`src/rtl/csr_pkg.sv`:
```
package csr_pkg;

    typedef enum logic [3:0] {
        REG_NONE,
        REG_FPFLAG,
        REG_FPRND,
        REG_FPCTL,
        REG_USCR,
        REG_INFO,
        REG_SSCR,
        REG_STAT,
        REG_MSCR,
        REG_HART
    } reg_id_e;

    typedef enum logic {
        ST_IDLE,
        ST_RESP
    } rsp_state_e;

    localparam logic [11:0] NUM_FPFLAG = 12'h001;
    localparam logic [11:0] NUM_FPRND  = 12'h002;
    localparam logic [11:0] NUM_FPCTL  = 12'h003;
    localparam logic [11:0] NUM_USCR   = 12'h040;
    localparam logic [11:0] NUM_INFO   = 12'hC10;
    localparam logic [11:0] NUM_SSCR   = 12'h140;
    localparam logic [11:0] NUM_STAT   = 12'h300;
    localparam logic [11:0] NUM_MSCR   = 12'h340;
    localparam logic [11:0] NUM_HART   = 12'hF14;

    localparam int FPFLAG_W = 5;
    localparam int FPRND_W  = 3;
    localparam int FS_LO    = 13;
    localparam int FS_HI    = 14;
    localparam logic [31:0] STAT_WMASK = 32'h0000_78AA;

endpackage

```
`src/rtl/csr_decode.sv`:
```
module csr_decode
    import csr_pkg::*;
#(
    parameter bit HAS_SMODE = 1'b1
) (
    input  logic [11:0] addr,
    input  logic [1:0]  priv,
    input  logic        wr_req,
    input  logic        fs_on,
    input  logic        dbg,
    output reg_id_e     id,
    output logic        is_fp,
    output logic        illegal
);

    logic priv_low;
    logic ro_hit;
    logic fp_off;

    always_comb begin
        case (addr)
            NUM_FPFLAG: id = REG_FPFLAG;
            NUM_FPRND:  id = REG_FPRND;
            NUM_FPCTL:  id = REG_FPCTL;
            NUM_USCR:   id = REG_USCR;
            NUM_INFO:   id = REG_INFO;
            NUM_SSCR:   id = HAS_SMODE ? REG_SSCR : REG_NONE;
            NUM_STAT:   id = REG_STAT;
            NUM_MSCR:   id = REG_MSCR;
            NUM_HART:   id = REG_HART;
            default:    id = REG_NONE;
        endcase
    end

    always_comb begin
        is_fp    = (id == REG_FPFLAG) || (id == REG_FPRND) || (id == REG_FPCTL);
        priv_low = priv < addr[9:8];
        ro_hit   = (addr[11:10] == 2'b11) && wr_req;
        fp_off   = is_fp && !fs_on && !dbg;
        illegal  = (id == REG_NONE) || priv_low || ro_hit || fp_off;
    end

endmodule

```
`src/rtl/csr_merge.sv`:
```
module csr_merge #(
    parameter int W = 32
) (
    input  logic [W-1:0] old_val,
    input  logic [W-1:0] new_val,
    input  logic [W-1:0] mask,
    output logic [W-1:0] merged,
    output logic         any_bit
);

    for (genvar b = 0; b < W; b++) begin : g_bit
        assign merged[b] = mask[b] ? new_val[b] : old_val[b];
    end

    assign any_bit = |mask;

endmodule

```
`src/rtl/csr_regfile.sv`:
```
module csr_regfile
    import csr_pkg::*;
#(
    parameter int               XLEN       = 32,
    parameter int unsigned      HART_ID    = 3,
    parameter logic [XLEN-1:0]  INFO_VALUE = '0
) (
    input  logic            clk,
    input  logic            rst_n,
    input  reg_id_e         rd_id,
    input  logic            wr_en,
    input  logic [XLEN-1:0] wr_data,
    output logic [XLEN-1:0] rd_data,
    output logic            fs_on
);

    localparam logic [XLEN-1:0] STAT_MASK_X = XLEN'(STAT_WMASK);

    logic [FPFLAG_W-1:0] fpflag_q;
    logic [FPRND_W-1:0]  fprnd_q;
    logic [XLEN-1:0]     uscr_q;
    logic [XLEN-1:0]     sscr_q;
    logic [XLEN-1:0]     stat_q;
    logic [XLEN-1:0]     mscr_q;
    logic                fs_dirty;
    logic                fp_hit;

    always_comb begin
        fs_on    = stat_q[FS_HI:FS_LO] != 2'b00;
        fs_dirty = stat_q[FS_HI:FS_LO] == 2'b11;
        fp_hit   = (rd_id == REG_FPFLAG) || (rd_id == REG_FPRND) || (rd_id == REG_FPCTL);
    end

    always_comb begin
        case (rd_id)
            REG_FPFLAG: rd_data = XLEN'(fpflag_q);
            REG_FPRND:  rd_data = XLEN'(fprnd_q);
            REG_FPCTL:  rd_data = XLEN'({fprnd_q, fpflag_q});
            REG_USCR:   rd_data = uscr_q;
            REG_INFO:   rd_data = INFO_VALUE;
            REG_SSCR:   rd_data = sscr_q;
            REG_STAT:   rd_data = stat_q | {fs_dirty, {(XLEN-1){1'b0}}};
            REG_MSCR:   rd_data = mscr_q;
            REG_HART:   rd_data = XLEN'(HART_ID);
            default:    rd_data = '0;
        endcase
    end

    always_ff @(posedge clk or negedge rst_n) begin
        if (!rst_n) begin
            fpflag_q <= '0;
            fprnd_q  <= '0;
            uscr_q   <= '0;
            sscr_q   <= '0;
            stat_q   <= '0;
            mscr_q   <= '0;
        end else if (wr_en) begin
            case (rd_id)
                REG_FPFLAG: fpflag_q <= wr_data[FPFLAG_W-1:0];
                REG_FPRND:  fprnd_q  <= wr_data[FPRND_W-1:0];
                REG_FPCTL: begin
                    fpflag_q <= wr_data[FPFLAG_W-1:0];
                    fprnd_q  <= wr_data[FPFLAG_W+FPRND_W-1:FPFLAG_W];
                end
                REG_USCR:   uscr_q <= wr_data;
                REG_SSCR:   sscr_q <= wr_data;
                REG_STAT:   stat_q <= wr_data & STAT_MASK_X;
                REG_MSCR:   mscr_q <= wr_data;
                default: ;
            endcase
            if (fp_hit) begin
                stat_q[FS_HI:FS_LO] <= 2'b11;
            end
        end
    end

    // any accepted floating-point write leaves FS dirty
    p_fs_dirty_r8: assert property (@(posedge clk) disable iff (!rst_n)
        (wr_en && fp_hit) |=> (stat_q[FS_HI:FS_LO] == 2'b11));

    // with no write enable, stored state does not move
    p_hold_r4: assert property (@(posedge clk) disable iff (!rst_n)
        !wr_en |=> ($stable(stat_q) && $stable(mscr_q) && $stable(uscr_q)
                    && $stable(sscr_q) && $stable(fpflag_q) && $stable(fprnd_q)));

    // non-writable status bits stay clear
    p_stat_mask_r9: assert property (@(posedge clk) disable iff (!rst_n)
        (stat_q & ~STAT_MASK_X) == '0);

endmodule

```
`src/rtl/csr_access_unit.sv`:
```
module csr_access_unit
    import csr_pkg::*;
#(
    parameter int              XLEN       = 32,
    parameter bit              HAS_SMODE  = 1'b1,
    parameter int unsigned     HART_ID    = 3,
    parameter logic [XLEN-1:0] INFO_VALUE = XLEN'(32'h5A17_0001)
) (
    input  logic            clk,
    input  logic            rst_n,
    input  logic            req_valid,
    input  logic [11:0]     req_addr,
    input  logic [1:0]      req_priv,
    input  logic [XLEN-1:0] req_wdata,
    input  logic [XLEN-1:0] req_wmask,
    input  logic            dbg_access,
    output logic            rsp_valid,
    output logic [XLEN-1:0] rsp_rdata,
    output logic            rsp_illegal
);

    rsp_state_e      state_q;
    rsp_state_e      state_d;
    reg_id_e         reg_id;
    logic            is_fp;
    logic            illegal;
    logic            fs_on;
    logic            wr_req;
    logic            wr_en;
    logic [XLEN-1:0] old_val;
    logic [XLEN-1:0] merged;
    logic [XLEN-1:0] rdata_q;
    logic            illegal_q;

    csr_merge #(.W(XLEN)) u_merge (
        .old_val (old_val),
        .new_val (req_wdata),
        .mask    (req_wmask),
        .merged  (merged),
        .any_bit (wr_req)
    );

    csr_decode #(.HAS_SMODE(HAS_SMODE)) u_decode (
        .addr    (req_addr),
        .priv    (req_priv),
        .wr_req  (wr_req),
        .fs_on   (fs_on),
        .dbg     (dbg_access),
        .id      (reg_id),
        .is_fp   (is_fp),
        .illegal (illegal)
    );

    assign wr_en = req_valid && !illegal && wr_req;

    csr_regfile #(
        .XLEN       (XLEN),
        .HART_ID    (HART_ID),
        .INFO_VALUE (INFO_VALUE)
    ) u_regs (
        .clk     (clk),
        .rst_n   (rst_n),
        .rd_id   (reg_id),
        .wr_en   (wr_en),
        .wr_data (merged),
        .rd_data (old_val),
        .fs_on   (fs_on)
    );

    // state register
    always_ff @(posedge clk or negedge rst_n) begin
        if (!rst_n) state_q <= ST_IDLE;
        else        state_q <= state_d;
    end

    always_comb begin
        unique case (state_q)
            ST_IDLE: state_d = req_valid ? ST_RESP : ST_IDLE;
            ST_RESP: state_d = req_valid ? ST_RESP : ST_IDLE;
        endcase
    end

    // outputs
    always_ff @(posedge clk or negedge rst_n) begin
        if (!rst_n) begin
            rdata_q   <= '0;
            illegal_q <= 1'b0;
        end else if (req_valid) begin
            rdata_q   <= illegal ? '0 : old_val;
            illegal_q <= illegal;
        end
    end

    assign rsp_valid   = (state_q == ST_RESP);
    assign rsp_rdata   = rdata_q;
    assign rsp_illegal = illegal_q;

    p_resp_follows_r10: assert property (@(posedge clk) disable iff (!rst_n)
        req_valid |=> rsp_valid);

    p_no_spurious_r10: assert property (@(posedge clk) disable iff (!rst_n)
        !req_valid |=> !rsp_valid);

    p_illegal_zero_r10: assert property (@(posedge clk) disable iff (!rst_n)
        (rsp_valid && rsp_illegal) |-> (rsp_rdata == '0));

    p_priv_low_r2: assert property (@(posedge clk) disable iff (!rst_n)
        (req_valid && (req_priv < req_addr[9:8])) |=> rsp_illegal);

    p_ro_write_r3: assert property (@(posedge clk) disable iff (!rst_n)
        (req_valid && (req_addr[11:10] == 2'b11) && (req_wmask != '0)) |=> rsp_illegal);

    p_fp_gate_r7: assert property (@(posedge clk) disable iff (!rst_n)
        (req_valid && is_fp && !fs_on && !dbg_access) |=> rsp_illegal);

endmodule

```
`config.mk`:
```
export PLATFORM = sky130hd
export DESIGN_NAME = csr_access_unit
export DESIGN_NICKNAME = d
export VERILOG_FILES = /design/src/rtl/csr_pkg.sv /design/src/rtl/csr_decode.sv /design/src/rtl/csr_merge.sv /design/src/rtl/csr_regfile.sv /design/src/rtl/csr_access_unit.sv
export SDC_FILE = /design/constraint.sdc
export NUM_CORES = 1
export LEC_CHECK = 0
export ABC_AREA = 1
export ABC_CLOCK_PERIOD_IN_PS = 2800
export BUFFER_PORTS_ARGS = -buffer_cell sky130_fd_sc_hd__buf_2
export CAP_MARGIN = 10
export CORE_MARGIN = 2
export CORE_UTILIZATION = 55
export DETAILED_ROUTE_END_ITERATION = 16
export GPL_TIMING_DRIVEN = 0
export PLACE_DENSITY = 0.79
export SYNTH_ARGS = -nofsm -noshare
export SYNTH_HDL_FRONTEND = slang
export SYNTH_SLANG_ARGS = --single-unit
```
`constraint.sdc`:
```
create_clock -name clk -period 2.8 [get_ports clk]
set_input_delay 0.28 -clock clk [delete_from_list [all_inputs] [get_ports clk]]
set_output_delay 0.28 -clock clk [all_outputs]
set_load 0.02 [all_outputs]
```
==> impl_metrics.tcl <==
set metrics [dict create \
    outcome "complete, no violations" \
    die_width_um 122 \
    switching_power_uw 1120 \
    synth_area_per_cell_um2 7.36 \
    fin_crit_ns 2.53 \
    crit_arrival_ns 2.88 \
    synth_xor_area_share_pct 0 \
    n_fill_cell 1178 \
    critPathMaxStageDelay_ns 0.42 \
    period_share_pct 90.4 \
    slew_violations 0 \
    area_growth_pct 18.9 \
    synthesis.area_um2 7610 \
    grt_max_degree 82 \
    layout.nets 1253 \
    crit_path_max_fanout 10 \
    yosysWarnings 0 \
    ant_nets 0 \
    dieArea_um2 14800 \
    hold_path_class "primary input to register" \
    cts_sinks 146 \
    synthesis.nets 1117 \
    p_per_area_nw_per_um2 522 \
    drcViolationCount 0 \
    fmax_mhz 395 \
    synth-seq-area-share_pct 48.0 \
    async_flop_share_pct 100 \
    cts_made_buffers 17 \
    critPathLaunchType "primary input" \
    drtIter0Drc 925 \
    cp_top_family "simple AND/OR/NAND/NOR gates" \
    antennaDiodeCount 0 \
    antenna_found_initial 0 \
    synth_top_family_by_area "simple AND/OR/NAND/NOR gates" \
    root_buffer "clkbuf_16" \
    track_usage_pct 35.1 \
    synth_fa_ha_area_share_pct 0.164 \
    synth_mux_area_share_pct 0 \
    cts_buffer_depth 2 \
    layout_commonest_cell "nand2_1" \
    routed-via-count 7762 \
    synth-main-ff-cell "dfrtp_1" \
    die_h_um 122 \
    synth_seq_cells 146 \
    synth-compound-area-share_pct 11.8 \
    cp_data_required_time_ns 3.15 \
    post_synth_num_cell_types 32 \
    cts_tree "done" \
    rsz0062_at_grt "false" \
    routed_wl_um 24600 \
    p_int_uw 3610 \
    endpoint_kind "register" \
    maxCapViolCount 0 \
    cp_slowest_cell "nand4_2" \
    hold_violations 0 \
    p_leak_uw 0.00500 \
    worstPathCellList "buf_2 -> nor2_1 -> nand2_1 -> nor2_1 -> nand2_1 -> nand2_1 -> nor2_1 -> nand3_1 -> nand4_2 -> inv_2 -> buf_6 -> o21ai_0 -> o21ai_1" \
    insertion_delay_ns 0.43 \
    path_buf_inv 3 \
    synth_edf_count 0 \
    clk_pin_slew_ns 0.06 \
    synthSimpleGateAreaFrac_pct 32.0 \
    synthCells 1034 \
    htreeDepth 4 \
    place.port_buffers 115 \
    io_pins 116 \
    worstSetupPathType "primary input to register" \
    hpwl_um 17500 \
    setup_violations 0 \
    clockPowerShare_pct 50.1 \
    r2r_setup_slack_ns 0.72 \
    gp_congestion 0.950 \
    detail_route.first_pass.iterations 8 \
    avgViaCountPerCell 5.71 \
    p_total_uw 4720 \
    fp.coreArea_um2 13400 \
    gr-total-overflow 0 \
    rows 42 \
    combPwrFrac_pct 5.3 \
    p_seq_share_pct 44.7 \
    grt_pass1_wl_um 38800 \
    layout-drive-gt1-share_pct 16.1 \
    ir_drop_mv 0.414 \
    fin_skew_ns 0.00640 \
    post-route-util_pct 67.6 \
    cts_setup_buffers 0 \
    worstMarginPinSlew_ns 0.784 \
    wl_per_cell_um 18.1 \
    initial_core_util_pct 56.8 \
    slew_headroom_pct 47.7 \
    grt_pass1_vias 7333 \
    netSwitchingFraction_pct 23.6 \
    layout_common_cells "nand2_1 (385), dfrtp_1 (146), o21ai_0 (131), buf_2 (124), inv_1 (95)" \
]
-- synthesized netlist by cell type, types with 2 or more instances --
library cell,n,area share (%)
inv_1,95,4.7
inv_2,4,0.20
buf_4,13,1.3
nand2_1,385,19
nand3_4,2,0.46
o211ai_1,2,0.20
nand2_2,4,0.33
o22ai_1,2,0.16
nand3_1,57,3.7
clkinv_1,2,0.099
nor2_1,71,3.5
buf_2,10,0.66
nor2_4,3,0.44
buf_1,6,0.30
a21oi_1,8,0.53
o21ai_0,131,8.6
nand4_1,41,3.4
clkbuf_1,15,0.74
o31ai_1,15,1.5
o221ai_1,2,0.23
o21ai_1,7,0.46
nor2_2,3,0.25
dfrtp_1,146,48
and2_1,2,0.16
-- worst reg2reg max path, cell delays in order (launching register included) --
cell,delay [ns]
dfrtp_1,0.41
nor2_1,0.27
nand2_1,0.08
nand2_1,0.09
nand2_2,0.08
nand3_4,0.18
clkbuf_1,0.63
o21ai_0,0.19
nand2_1,0.10
-- logic make-up (layout without fill, tap and decap cells) --
logic type,Yosys count,in the layout
compound gates,168,168
fa+ha+maj,1,1
buf+inv,146,295
simple gates,573,573
flops,146,146
-- repair_timing --
item,4_1_cts,5_1_grt
endpoints found under the hold margin,65,0
gates resized for setup,0,0
hold buffers,1,0
-- flip-flops by register name, summed over array words and instances (netlist names) --
name,count
u_regs.sscr_q,32
rsp_rdata,32
u_regs.uscr_q,32
u_regs.mscr_q,32
u_regs.fpflag_q,5
rsp_illegal,1
u_regs.fprnd_q,3
u_regs.stat_q,8
rsp_valid,1
-- worst paths after layout --
check | cells past startpoint | to | start
hold reg to reg | 2 | rsp_rdata[4] | rsp_rdata[4]
hold / removal | 1 | rsp_valid | req_valid
max in group asynchronous | 3 | u_regs.sscr_q[31] | rst_n
min in group asynchronous | 2 | rsp_rdata[8] | rst_n
setup reg to reg | 8 | u_regs.uscr_q[26] | u_regs.stat_q[13]
setup / recovery | 13 | rsp_rdata[30] | req_addr[4]
-- per-layer routing --
layer	vias up	wire length (um)	track usage (%)	part of all wire, %
met5	-	0	0	0
met3	76	2590	8.85	11
li1	3613	-	-	-
met2	454	11200	55.2	45
met1	3619	9920	46.3	40
met4	0	946	15.6	3.8
-- power by group through the flow --
stage,clock network (uW),logic [uW],registers (uW)
5_1_grt,2450,277,2110
6_report,2360,248,2110
3_5_place_dp,0,245,2150
3_3_place_gp,0,237,2150
2_1_floorplan,0,86.9,2150
4_1_cts,2350,247,2110
-- per-stage QoR --
| step | std cells | instance area (um^2) | setup WS, ns | hold WS [ns] | setup TNS (ns) |
|---|---|---|---|---|---|
| after floorplan | 1034 | 7610 | 1.07 | -0.0156 | 0 |
| after global routing | 1359 | 9050 | 0.149 | 0.0188 | 0 |
| final | 1359 | 9050 | 0.270 | 0.0137 | 0 |
| after global placement | 1325 | 8410 | -0.700 | 0.443 | -101.08 |
| after CTS | 1359 | 9050 | 0.441 | 0.00909 | 0 |
| after detailed placement | 1326 | 8440 | 0.0445 | 0.315 | 0 |
-- area by class of cell --
type	count	area (um^2)	area share [%]
repair buffers	117	619	6.84
well taps	176	220	2.43
inverters	101	379	4.19
plain buffers	45	238	2.63
multi-input cells	742	3340	36.9
flip-flops and latches	146	3650	40.3
clock inverters	14	161	1.78
clock buffers	18	439	4.85
No activity file was read; power rests on OpenSTA's default activity.
